### config.mk
export PLATFORM = sky130hd
export DESIGN_NAME = uart_queue_irq
export DESIGN_NICKNAME = d
export VERILOG_FILES = /design/src/rtl/uqi_pkg.sv /design/src/rtl/uqi_fifo.sv /design/src/rtl/uqi_cross.sv /design/src/rtl/uart_queue_irq.sv
export SDC_FILE = /design/constraint.sdc
export NUM_CORES = 1
export LEC_CHECK = 0
export BUFFER_PORTS_ARGS = -buffer_cell sky130_fd_sc_hd__buf_2
export CAP_MARGIN = 20
export CORE_MARGIN = 2
export CORE_UTILIZATION = 25
export DETAILED_ROUTE_END_ITERATION = 8
export GPL_TIMING_DRIVEN = 0
export PLACE_DENSITY_LB_ADDON = 0.08
export SYNTH_ARGS = -nofsm -noshare
export SYNTH_HDL_FRONTEND = slang
export SYNTH_SLANG_ARGS = --single-unit
### constraint.sdc
create_clock -name clk -period 8.7 [get_ports clk]
set_clock_uncertainty 0.15 [all_clocks]
set_input_delay 1.305 -clock clk [delete_from_list [all_inputs] [get_ports clk]]
set_output_delay 1.305 -clock clk [all_outputs]
set_load 0.005 [all_outputs]
### src/rtl/uqi_pkg.sv
`timescale 1ns/1ps
package uqi_pkg;
    localparam int RW = 8;
    localparam int AW = 3;

    localparam logic [AW-1:0] ADR_DATA = 3'd0;
    localparam logic [AW-1:0] ADR_CTRL = 3'd1;
    localparam logic [AW-1:0] ADR_FCFG = 3'd2;
    localparam logic [AW-1:0] ADR_IEN  = 3'd3;
    localparam logic [AW-1:0] ADR_IST  = 3'd4;
    localparam logic [AW-1:0] ADR_STAT = 3'd5;

    typedef enum logic {
        LVL_OUT = 1'b0,
        LVL_IN  = 1'b1
    } lvl_state_e;

    typedef struct packed {
        logic tx_busy;
        logic rx_empty;
        logic tx_idle;
        logic tx_empty;
        logic tx_full;
    } stat_t;
endpackage

### src/rtl/uqi_fifo.sv
`timescale 1ns/1ps
module uqi_fifo #(
    parameter int W     = 8,
    parameter int DEPTH = 16
) (
    input  logic                       clk,
    input  logic                       rst_n,
    input  logic                       clr,
    input  logic                       push,
    input  logic [W-1:0]               wdata,
    input  logic                       pop,
    output logic [W-1:0]               rdata,
    output logic [$clog2(DEPTH):0]     level,
    output logic                       full,
    output logic                       empty
);
    localparam int PW = $clog2(DEPTH);
    localparam int CW = PW + 1;

    logic [W-1:0]  mem [DEPTH];
    logic [PW-1:0] wr_ptr, rd_ptr;
    logic [CW-1:0] count;
    logic          do_push, do_pop;

    assign full    = (count == CW'(DEPTH));
    assign empty   = (count == '0);
    assign do_push = push && !full;
    assign do_pop  = pop && !empty;
    assign rdata   = mem[rd_ptr];
    assign level   = count;

    always_ff @(posedge clk or negedge rst_n) begin
        if (!rst_n) begin
            wr_ptr <= '0;
            rd_ptr <= '0;
            count  <= '0;
        end else if (clr) begin
            wr_ptr <= '0;
            rd_ptr <= '0;
            count  <= '0;
        end else begin
            if (do_push) wr_ptr <= (wr_ptr == PW'(DEPTH - 1)) ? '0 : wr_ptr + 1'b1;
            if (do_pop)  rd_ptr <= (rd_ptr == PW'(DEPTH - 1)) ? '0 : rd_ptr + 1'b1;
            unique case ({do_push, do_pop})
                2'b10:   count <= count + 1'b1;
                2'b01:   count <= count - 1'b1;
                default: count <= count;
            endcase
        end
    end

    always_ff @(posedge clk) begin
        if (do_push && !clr) mem[wr_ptr] <= wdata;
    end

    a_r3_no_overflow: assert property (@(posedge clk) disable iff (!rst_n)
        (full && push && !pop && !clr) |=> full);
    a_r4_no_underflow: assert property (@(posedge clk) disable iff (!rst_n)
        (empty && pop && !push && !clr) |=> empty);
    a_r11_clr_empties: assert property (@(posedge clk) disable iff (!rst_n)
        clr |=> empty);
endmodule

### src/rtl/uqi_cross.sv
`timescale 1ns/1ps
module uqi_cross
    import uqi_pkg::*;
#(
    parameter bit RESET_IN = 1'b0
) (
    input  logic clk,
    input  logic rst_n,
    input  logic cond,
    output logic hit
);
    lvl_state_e state, state_n;

    always_ff @(posedge clk or negedge rst_n) begin
        if (!rst_n) state <= RESET_IN ? LVL_IN : LVL_OUT;
        else        state <= state_n;
    end

    always_comb begin
        state_n = state;
        hit     = 1'b0;
        unique case (state)
            LVL_OUT: if (cond) begin
                state_n = LVL_IN;
                hit     = 1'b1;
            end
            LVL_IN:  if (!cond) state_n = LVL_OUT;
        endcase
    end

    a_r7_single_hit: assert property (@(posedge clk) disable iff (!rst_n)
        hit |=> !hit);
endmodule

### src/rtl/uart_queue_irq.sv
`timescale 1ns/1ps
module uart_queue_irq
    import uqi_pkg::*;
#(
    parameter int DEPTH  = 16,
    parameter int TX_THR = 8,
    parameter int LVLW   = 2
) (
    input  logic          clk,
    input  logic          rst_n,
    input  logic [AW-1:0] reg_addr,
    input  logic          reg_wr,
    input  logic          reg_rd,
    input  logic [RW-1:0] reg_wdata,
    output logic [RW-1:0] reg_rdata,
    output logic          tx_valid,
    output logic [RW-1:0] tx_data,
    input  logic          tx_ready,
    input  logic          tx_idle,
    input  logic          rx_valid,
    input  logic [RW-1:0] rx_data,
    output logic          rx_ready,
    output logic          irq_tx,
    output logic          irq_rx
);
    localparam int CW     = $clog2(DEPTH) + 1;
    localparam int LVL_LO = 2;
    localparam int LVL_HI = LVL_LO + LVLW - 1;

    logic            ctrl_tx_en, ctrl_rx_en;
    logic [LVLW-1:0] rx_lvl;
    logic            ie_tx, ie_rx;
    logic            pend_tx, pend_rx;

    logic wr_data, wr_ctrl, wr_fcfg, wr_ien, wr_ist, rd_data;
    logic clr_rx, clr_tx;
    logic tx_push, tx_pop, rx_push, rx_pop;
    logic tx_full, tx_empty, rx_full, rx_empty;
    logic [CW-1:0] tx_level, rx_level, rx_thr;
    logic [RW-1:0] rx_head;
    logic tx_hit, rx_hit;
    stat_t stat;

    assign wr_data = reg_wr && (reg_addr == ADR_DATA);
    assign wr_ctrl = reg_wr && (reg_addr == ADR_CTRL);
    assign wr_fcfg = reg_wr && (reg_addr == ADR_FCFG);
    assign wr_ien  = reg_wr && (reg_addr == ADR_IEN);
    assign wr_ist  = reg_wr && (reg_addr == ADR_IST);
    assign rd_data = reg_rd && (reg_addr == ADR_DATA);

    assign clr_rx  = wr_fcfg && reg_wdata[0];
    assign clr_tx  = wr_fcfg && reg_wdata[1];

    assign tx_push  = wr_data;
    assign tx_valid = ctrl_tx_en && !tx_empty;
    assign tx_pop   = tx_valid && tx_ready;
    assign rx_ready = ctrl_rx_en && !rx_full;
    assign rx_push  = rx_valid && rx_ready;
    assign rx_pop   = rd_data;

    uqi_fifo #(.W(RW), .DEPTH(DEPTH)) u_txq (
        .clk(clk), .rst_n(rst_n), .clr(clr_tx),
        .push(tx_push), .wdata(reg_wdata),
        .pop(tx_pop), .rdata(tx_data),
        .level(tx_level), .full(tx_full), .empty(tx_empty)
    );

    uqi_fifo #(.W(RW), .DEPTH(DEPTH)) u_rxq (
        .clk(clk), .rst_n(rst_n), .clr(clr_rx),
        .push(rx_push), .wdata(rx_data),
        .pop(rx_pop), .rdata(rx_head),
        .level(rx_level), .full(rx_full), .empty(rx_empty)
    );

    assign rx_thr = CW'(rx_lvl) + CW'(1);

    uqi_cross #(.RESET_IN(1'b1)) u_txx (
        .clk(clk), .rst_n(rst_n),
        .cond(tx_level <= CW'(TX_THR)), .hit(tx_hit)
    );

    uqi_cross #(.RESET_IN(1'b0)) u_rxx (
        .clk(clk), .rst_n(rst_n),
        .cond(rx_level >= rx_thr), .hit(rx_hit)
    );

    always_ff @(posedge clk or negedge rst_n) begin
        if (!rst_n) begin
            ctrl_tx_en <= 1'b0;
            ctrl_rx_en <= 1'b0;
            rx_lvl     <= '0;
            ie_tx      <= 1'b0;
            ie_rx      <= 1'b0;
        end else begin
            if (wr_ctrl) begin
                ctrl_tx_en <= reg_wdata[0];
                ctrl_rx_en <= reg_wdata[1];
            end
            if (wr_fcfg) rx_lvl <= reg_wdata[LVL_HI:LVL_LO];
            if (wr_ien) begin
                ie_tx <= reg_wdata[0];
                ie_rx <= reg_wdata[1];
            end
        end
    end

    always_ff @(posedge clk or negedge rst_n) begin
        if (!rst_n) begin
            pend_tx <= 1'b0;
            pend_rx <= 1'b0;
        end else begin
            if ((wr_ist && reg_wdata[4]) || tx_hit) pend_tx <= 1'b1;
            else if (wr_ist && reg_wdata[0])        pend_tx <= 1'b0;
            if ((wr_ist && reg_wdata[5]) || rx_hit) pend_rx <= 1'b1;
            else if (wr_ist && reg_wdata[1])        pend_rx <= 1'b0;
        end
    end

    assign irq_tx = pend_tx && ie_tx;
    assign irq_rx = pend_rx && ie_rx;

    always_comb begin
        stat.tx_full  = tx_full;
        stat.tx_empty = tx_empty;
        stat.tx_idle  = tx_idle;
        stat.rx_empty = rx_empty;
        stat.tx_busy  = !(tx_empty || tx_idle);
    end

    always_comb begin
        reg_rdata = '0;
        unique case (reg_addr)
            ADR_DATA: reg_rdata = rx_empty ? '0 : rx_head;
            ADR_CTRL: reg_rdata = {6'd0, ctrl_rx_en, ctrl_tx_en};
            ADR_FCFG: reg_rdata[LVL_HI:LVL_LO] = rx_lvl;
            ADR_IEN:  reg_rdata = {6'd0, ie_rx, ie_tx};
            ADR_IST:  reg_rdata = {6'd0, pend_rx, pend_tx};
            ADR_STAT: reg_rdata = {3'd0, stat};
            default:  reg_rdata = '0;
        endcase
    end

    a_r9_ack_clears: assert property (@(posedge clk) disable iff (!rst_n)
        (wr_ist && reg_wdata[1] && !reg_wdata[5] && !rx_hit) |=> !pend_rx);
    a_r6_tx_hit_pends: assert property (@(posedge clk) disable iff (!rst_n)
        tx_hit |=> pend_tx);
    a_r2_no_push_when_off: assert property (@(posedge clk) disable iff (!rst_n)
        (!ctrl_rx_en && !clr_rx && !rx_pop) |=> $stable(rx_level));
endmodule

## Yosys cells after proc, flatten, opt, wreduce, memory -nomap -nowiden

Memories as Yosys holds them, arrays and structs flattened.
Index checks and enable logic that the tools add are counted.
Widths: inputs -> output; s select.

- Output and inout port bits: 20
- Input port bits: 26
- Memories kept: 2
- Register bits: 36
- Bits in writable memories: 256

- Magnitude comparators: 2
- Reduce and logical (&&, ||, !) cells: 45
- $add $sub $neg: 9
- Mux-type cells: 32
- Equality and inequality tests: 15

Memory list:

| memory | words | bits a word | rd ports | clocked after Yosys merged registers in | write ports | RTL line | RTL |
|---|---|---|---|---|---|---|---|
| u_rxq.mem | 16 | 8 | 1 | 0 | 1 | uqi_fifo.sv:20 | `logic [W-1:0] mem [DEPTH];` |
| u_txq.mem | 16 | 8 | 1 | 0 | 1 | uqi_fifo.sv:20 |  |

Operators by type and width:

| operator | count |
|---|---|
| $mux 4 | 12 |
| $logic_and 1x1->1 | 24 |
| $pmux 5 s2 | 2 |
| $add 4x1->4 const B | 4 |
| $eq 4x4->1 const B | 4 |
| $mux 1 | 12 |
| $reduce_bool 2->1 | 6 |
| $add 5x1->5 const B | 2 |
| $eq 5x5->1 const B | 2 |
| $logic_not 5->1 | 2 |
| $mux 5 | 2 |
| $pmux 2 s5 | 1 |
| $sub 5x1->5 const B | 2 |
| $mux 8 | 1 |
| $pmux 4 s2 | 1 |
| $logic_not 1->1 | 7 |
| $eq 3x2->1 const B | 2 |
| $eq 3x3->1 const B | 2 |
| $pmux 2 s3 | 1 |
| $reduce_bool 3->1 | 2 |
| $ge 5x3->1 | 1 |
| $le 5x4->1 const B | 1 |
| $eq 2x1->1 const B | 2 |
| $eq 2x2->1 const B | 2 |
| 4 further kinds | 6 |

## Depth between registers and ports, before layout

- Depth in word-level cells: 8
- Gate-level depth with buffers: 11
- Gate-level depth less buffers: 9

## Cells and area by module

From an unflattened synthesis, not the netlist that was laid out.

- Cell total of the unflattened synthesis: 699
- Area total of the unflattened synthesis: 12,743.5 µm²

By module, submodules not included:

| module | cells each | area an instance (µm²) | seq. area each (µm²) | instances |
|---|---|---|---|---|
| uqi_fifo | 307 | 5,962.0 | 4,169.0 | 2 |
| uart_queue_irq | 81 | 740.7 | 200.2 | 1 |
| uqi_cross (u_txx) | 2 | 40.0 | 26.3 | 1 |
| uqi_cross (u_rxx) | 2 | 38.8 | 25.0 | 1 |

## Worst setup path before layout

No wires, ideal clock.

- Kind: input port to output port
- Start: in reg_addr[1]
- End: out reg_rdata[0]
- Slack: 4.863 ns
- Required time: 7.245 ns
- Buffers on the path: 1
- Stages on the path: 5
- Arrival time: 2.382 ns
- Cells stage by stage: buf_2 nor3_1 nand2b_1 a31oi_1 a211o_1

- Longest elaborated chain between the ends: 2
- Elaborated cells on any way between the ends: 6

RTL lines:

| item | RTL line | RTL |
|---|---|---|
| start, declared | uart_queue_irq.sv:11 | `input logic [AW-1:0] reg_addr,` |
| $eq 3x3->1, or another cell as far along | uart_queue_irq.sv:132 | `unique case (reg_addr)` |
| $pmux 2 s5 (*) | uart_queue_irq.sv:132 |  |
| end, declared | uart_queue_irq.sv:15 | `output logic [RW-1:0] reg_rdata,` |

Every way passes the cells marked *; elsewhere a longest branch is shown, timed or not.

## Worst setup path after layout

- Start: reg u_rxq.rd_ptr[1]
- End: out reg_rdata[2]

- Longest elaborated chain between the ends: 3

RTL lines:

| item | RTL line | RTL |
|---|---|---|
| start, declared | uqi_fifo.sv:21 | `logic [PW-1:0] wr_ptr, rd_ptr;` |
| start signal, assigned | uqi_fifo.sv:43 | `if (do_pop) rd_ptr <= (rd_ptr == PW'(DEPTH - 1)) ? '0 : rd_ptr + 1'b1;` |
| $mem_v2 16x8 | -- |  |
| $mux 8 | uart_queue_irq.sv:133 | `ADR_DATA: reg_rdata = rx_empty ? '0 : rx_head;` |
| $pmux 2 s3 | uart_queue_irq.sv:132 |  |

Every way passes these cells.

==> impl_metrics.csv <==
group,metric,value,unit
hold_path,hold_end,"ie_rx",
setup_path,setup.worst_path.end_class,"output pin",
synth,yosys_warnings,0,
timing,worstMarginPinSlew,993,ps
finish,fill_cells,4969,
synth,ys_top_cells_by_area,"edfxtp_1 62%, mux4_2 8.9%, dfrtp_1 7.0%",
global_routing,grt_pass1_wl,48.2,mm
cts,clkLatencyLatePin,520,ps
drt,via_per_inst,4.44,
pwr,leakagePower,0.00492,uW
floorplan,core_region_area,49100,um^2
cts,cts_resized,0,
setup_path,r2r-start,"u_rxq.level[1]",
finish,nets,893,
floorplan,die_area,51500,um^2
finish,antenna_cells,0,
placement,pre_cts_ws,3920,ps
cts,clockBufferDepth,3,
synth,synth_top_area_share,61.8,%
synth,synth-edff-count,256,
floorplan,die_h,227,um
placement,hpwl,21.6,mm
global_routing,antenna_found_initial,0,
synth,synth_seq_area_share,69.1,%
drt,wirelength,32.7,mm
drt,dr.first_iter.drc_count,422,
floorplan,die_width,227,um
timing,final-hold-violation-count,0,
hold_path,min_from,"ie_rx",
synth,syn_inst,761,
cts,cts_htree_levels,2,
placement,io_buffers,45,
timing,maxSlewViolCount,0,
global_routing,grt_pass1_vias,7148,
cts,cts_tree,"yes",
timing,min_period,4880,ps
synth,synth_cell_types,66,
cts,cts_hold_buf,0,
cts,post_cts_buffers,0,
floorplan,start_util,25.4,%
pwr,vdd_drop_max,0.000140,V
run_status,status,"finished, final reports clean",
setup_path,crit_top_cell,"clkbuf_1",
global_routing,grt_max_degree,37,
timing,setup_violations,0,
hold_path,hold_depth,1,
pwr,power_density,296,nW/um^2
global_routing,grt-ovfl-total,0,
placement,gp_congestion,0.713,
cts,cts-buffers-inserted,37,
timing,fin_setup_tns,0,ps
synth,syn-num-nets,805,
setup_path,cp_slowest_cell,"clkbuf_1",
setup_path,r2r_cells,10,
setup_path,path_max_fanout,10,
hold_path,hp-class,"register to register",
setup_path,cp.required,7240,ps
job,maxCapViolCount,0,
synth,synth_area_leader_cell,"edfxtp_1",
setup_path,rrSetupSlack,5450,ps
cts,clock-root-buffer,"clkbuf_16",
drt,num_vias,6837,
floorplan,floorplan.rows,81,
setup_path,arrival,3420,ps
drt,ant_nets,0,
setup_path,crit_type,"register to output pin",
timing,max_slew_margin,33.8,%
global_routing,grt.total_usage,12.9,%
finish,regArea,8590,um^2
timing,holdWs,390,ps
drt,firstDrtPassIters,4,
finish,layout-drive-gt1-share,22.0,%
cts,clkTransAtPathRegs,60,ps
setup_path,path_cells,"clkbuf_1 > clkbuf_1 > mux4_2 > a22oi_1 > a21oi_1 > a221o_1 > buf_2",
finish,syn_to_final_growth,18.4,%
drt,drc,0,
floorplan,boundaryPins,46,
synth,syn_avg_cell_area,16.3,um^2
finish,multi_input_area,3620,um^2
timing,rsz0062_at_grt,"no",
setup_path,reg2reg_to,"u_rxq.level[4]",
synth,synthesis.area,12400,um^2
synth,synth.most_common_cell,"edfxtp_1",
setup_path,start_kind,"register",
cts,cts_sinks,292,
setup_path,slowest_delay,650,ps
synth,synth_ff_type,"edfxtp_1",
timing,layout_setup_ws,3820,ps
synth,synth.top_cells.by_count,"256 x edfxtp_1, 49 x mux4_2, 44 x nand2_1",
drt,wl_per_cell,21.2,um
timing,post-route-period-util,56.1,%
synth,ys_ff_latch,292,
timing,fmax,205,MHz
synth,synthArstFlopShare,12.3,%
-- cell type report --
cell class                      instances  area share, %
Sequential cell                       292           58.3
Multi-Input combinational cell        415           24.6
Clock buffer                           48           7.06
Tap cell                              664           5.64
Timing Repair Buffer                   49           1.72
Buffer                                 42           1.27
Clock inverter                         18           1.10
Inverter                               12          0.306
-- flip-flops by register name (all words and copies together) (netlist names), 2 cells and up --
signal / cells
u_rxq.wr_ptr: 4
rx_lvl: 2
u_rxq.mem: 128
u_txq.rd_ptr: 4
u_rxq.rd_ptr: 4
u_rxq.level: 5
u_txq.mem: 128
u_txq.wr_ptr: 4
u_txq.level: 5
-- power by group --
part | internal (uW) | switching, uW | total (uW)
Sequential | 1620 | 80.0 | 1700
Clock | 929 | 590 | 1520
Combinational | 474 | 659 | 1130
-- routing by layer --
metal | global-route usage (%) | share of wire, %
met1 | 16.8 | 45
met2 | 22.6 | 50
met3 | 2.07 | 3.4
met4 | 3.08 | 1.7
met5 | 0 | 0
-- cells by family (layout without fill, tap and decap cells) --
kind of cell	Yosys count	after routing	share of synthesized area, %
compound gates	112	112	6.23
xor+xnor	8	8	0.624
fa+ha+maj	18	18	1.81
buf+inv	54	169	1.87
flops	292	292	69.1
mux	94	94	12.6
simple gates	183	183	7.77
-- worst max-delay path: cells and delay by family, from the launching register on --
| family | cells | cell delay (ps) |
|---|---|---|
| buf+inv | 3 | 1270 |
| flops | 1 | 340 |
| compound gates | 3 | 870 |
| mux | 1 | 420 |
-- cell usage in the layout (no fill, tap or decap), types with 6 or more instances in the layout --
cell         n
mux2_2      13
clkinv_1     7
dfrtp_1     35
clkbuf_16   39
edfxtp_1   256
nand2b_1     6
a221oi_1     8
nor2b_1     10
nor2_1      35
mux4_2      49
buf_2       58
nand3_1     12
nand2_1     44
clkinv_2     6
a31oi_1      9
ha_1        18
a21oi_1     28
inv_1       12
a22oi_1     13
mux2i_1     31
nor3_1      19
clkbuf_1    31
o21ai_0     25
xor2_1       6
nor3b_1      6
and2_1      22
-- how the worst max path moves through the flow --
stage	startpoint	endpoint	cells after the start	slack [ps]
global route	u_rxq.rd_ptr[1]	reg_rdata[2]	7	3610
finish	u_rxq.rd_ptr[1]	reg_rdata[2]	7	3820
CTS	u_rxq.rd_ptr[1]	reg_rdata[2]	7	3640
floorplan	reg_addr[1]	reg_rdata[0]	5	4860
detailed placement	reg_addr[1]	reg_rdata[2]	7	3920
global placement	reg_addr[1]	reg_rdata[2]	7	3910
-- stage by stage --
step / power [uW] / instances / util (%) / instance area (um^2)
after global routing: 4600 / 1540 / 30.0 / 14700
after global placement: 2900 / 1470 / 27.5 / 13500
after floorplan: 2470 / 761 / - / 12400
final: 4350 / 1540 / 30.0 / 14700
after detailed placement: 2900 / 1473 / 27.6 / 13500
after CTS: 4440 / 1539 / 30.0 / 14700
(Power assumes the default switching activity.)
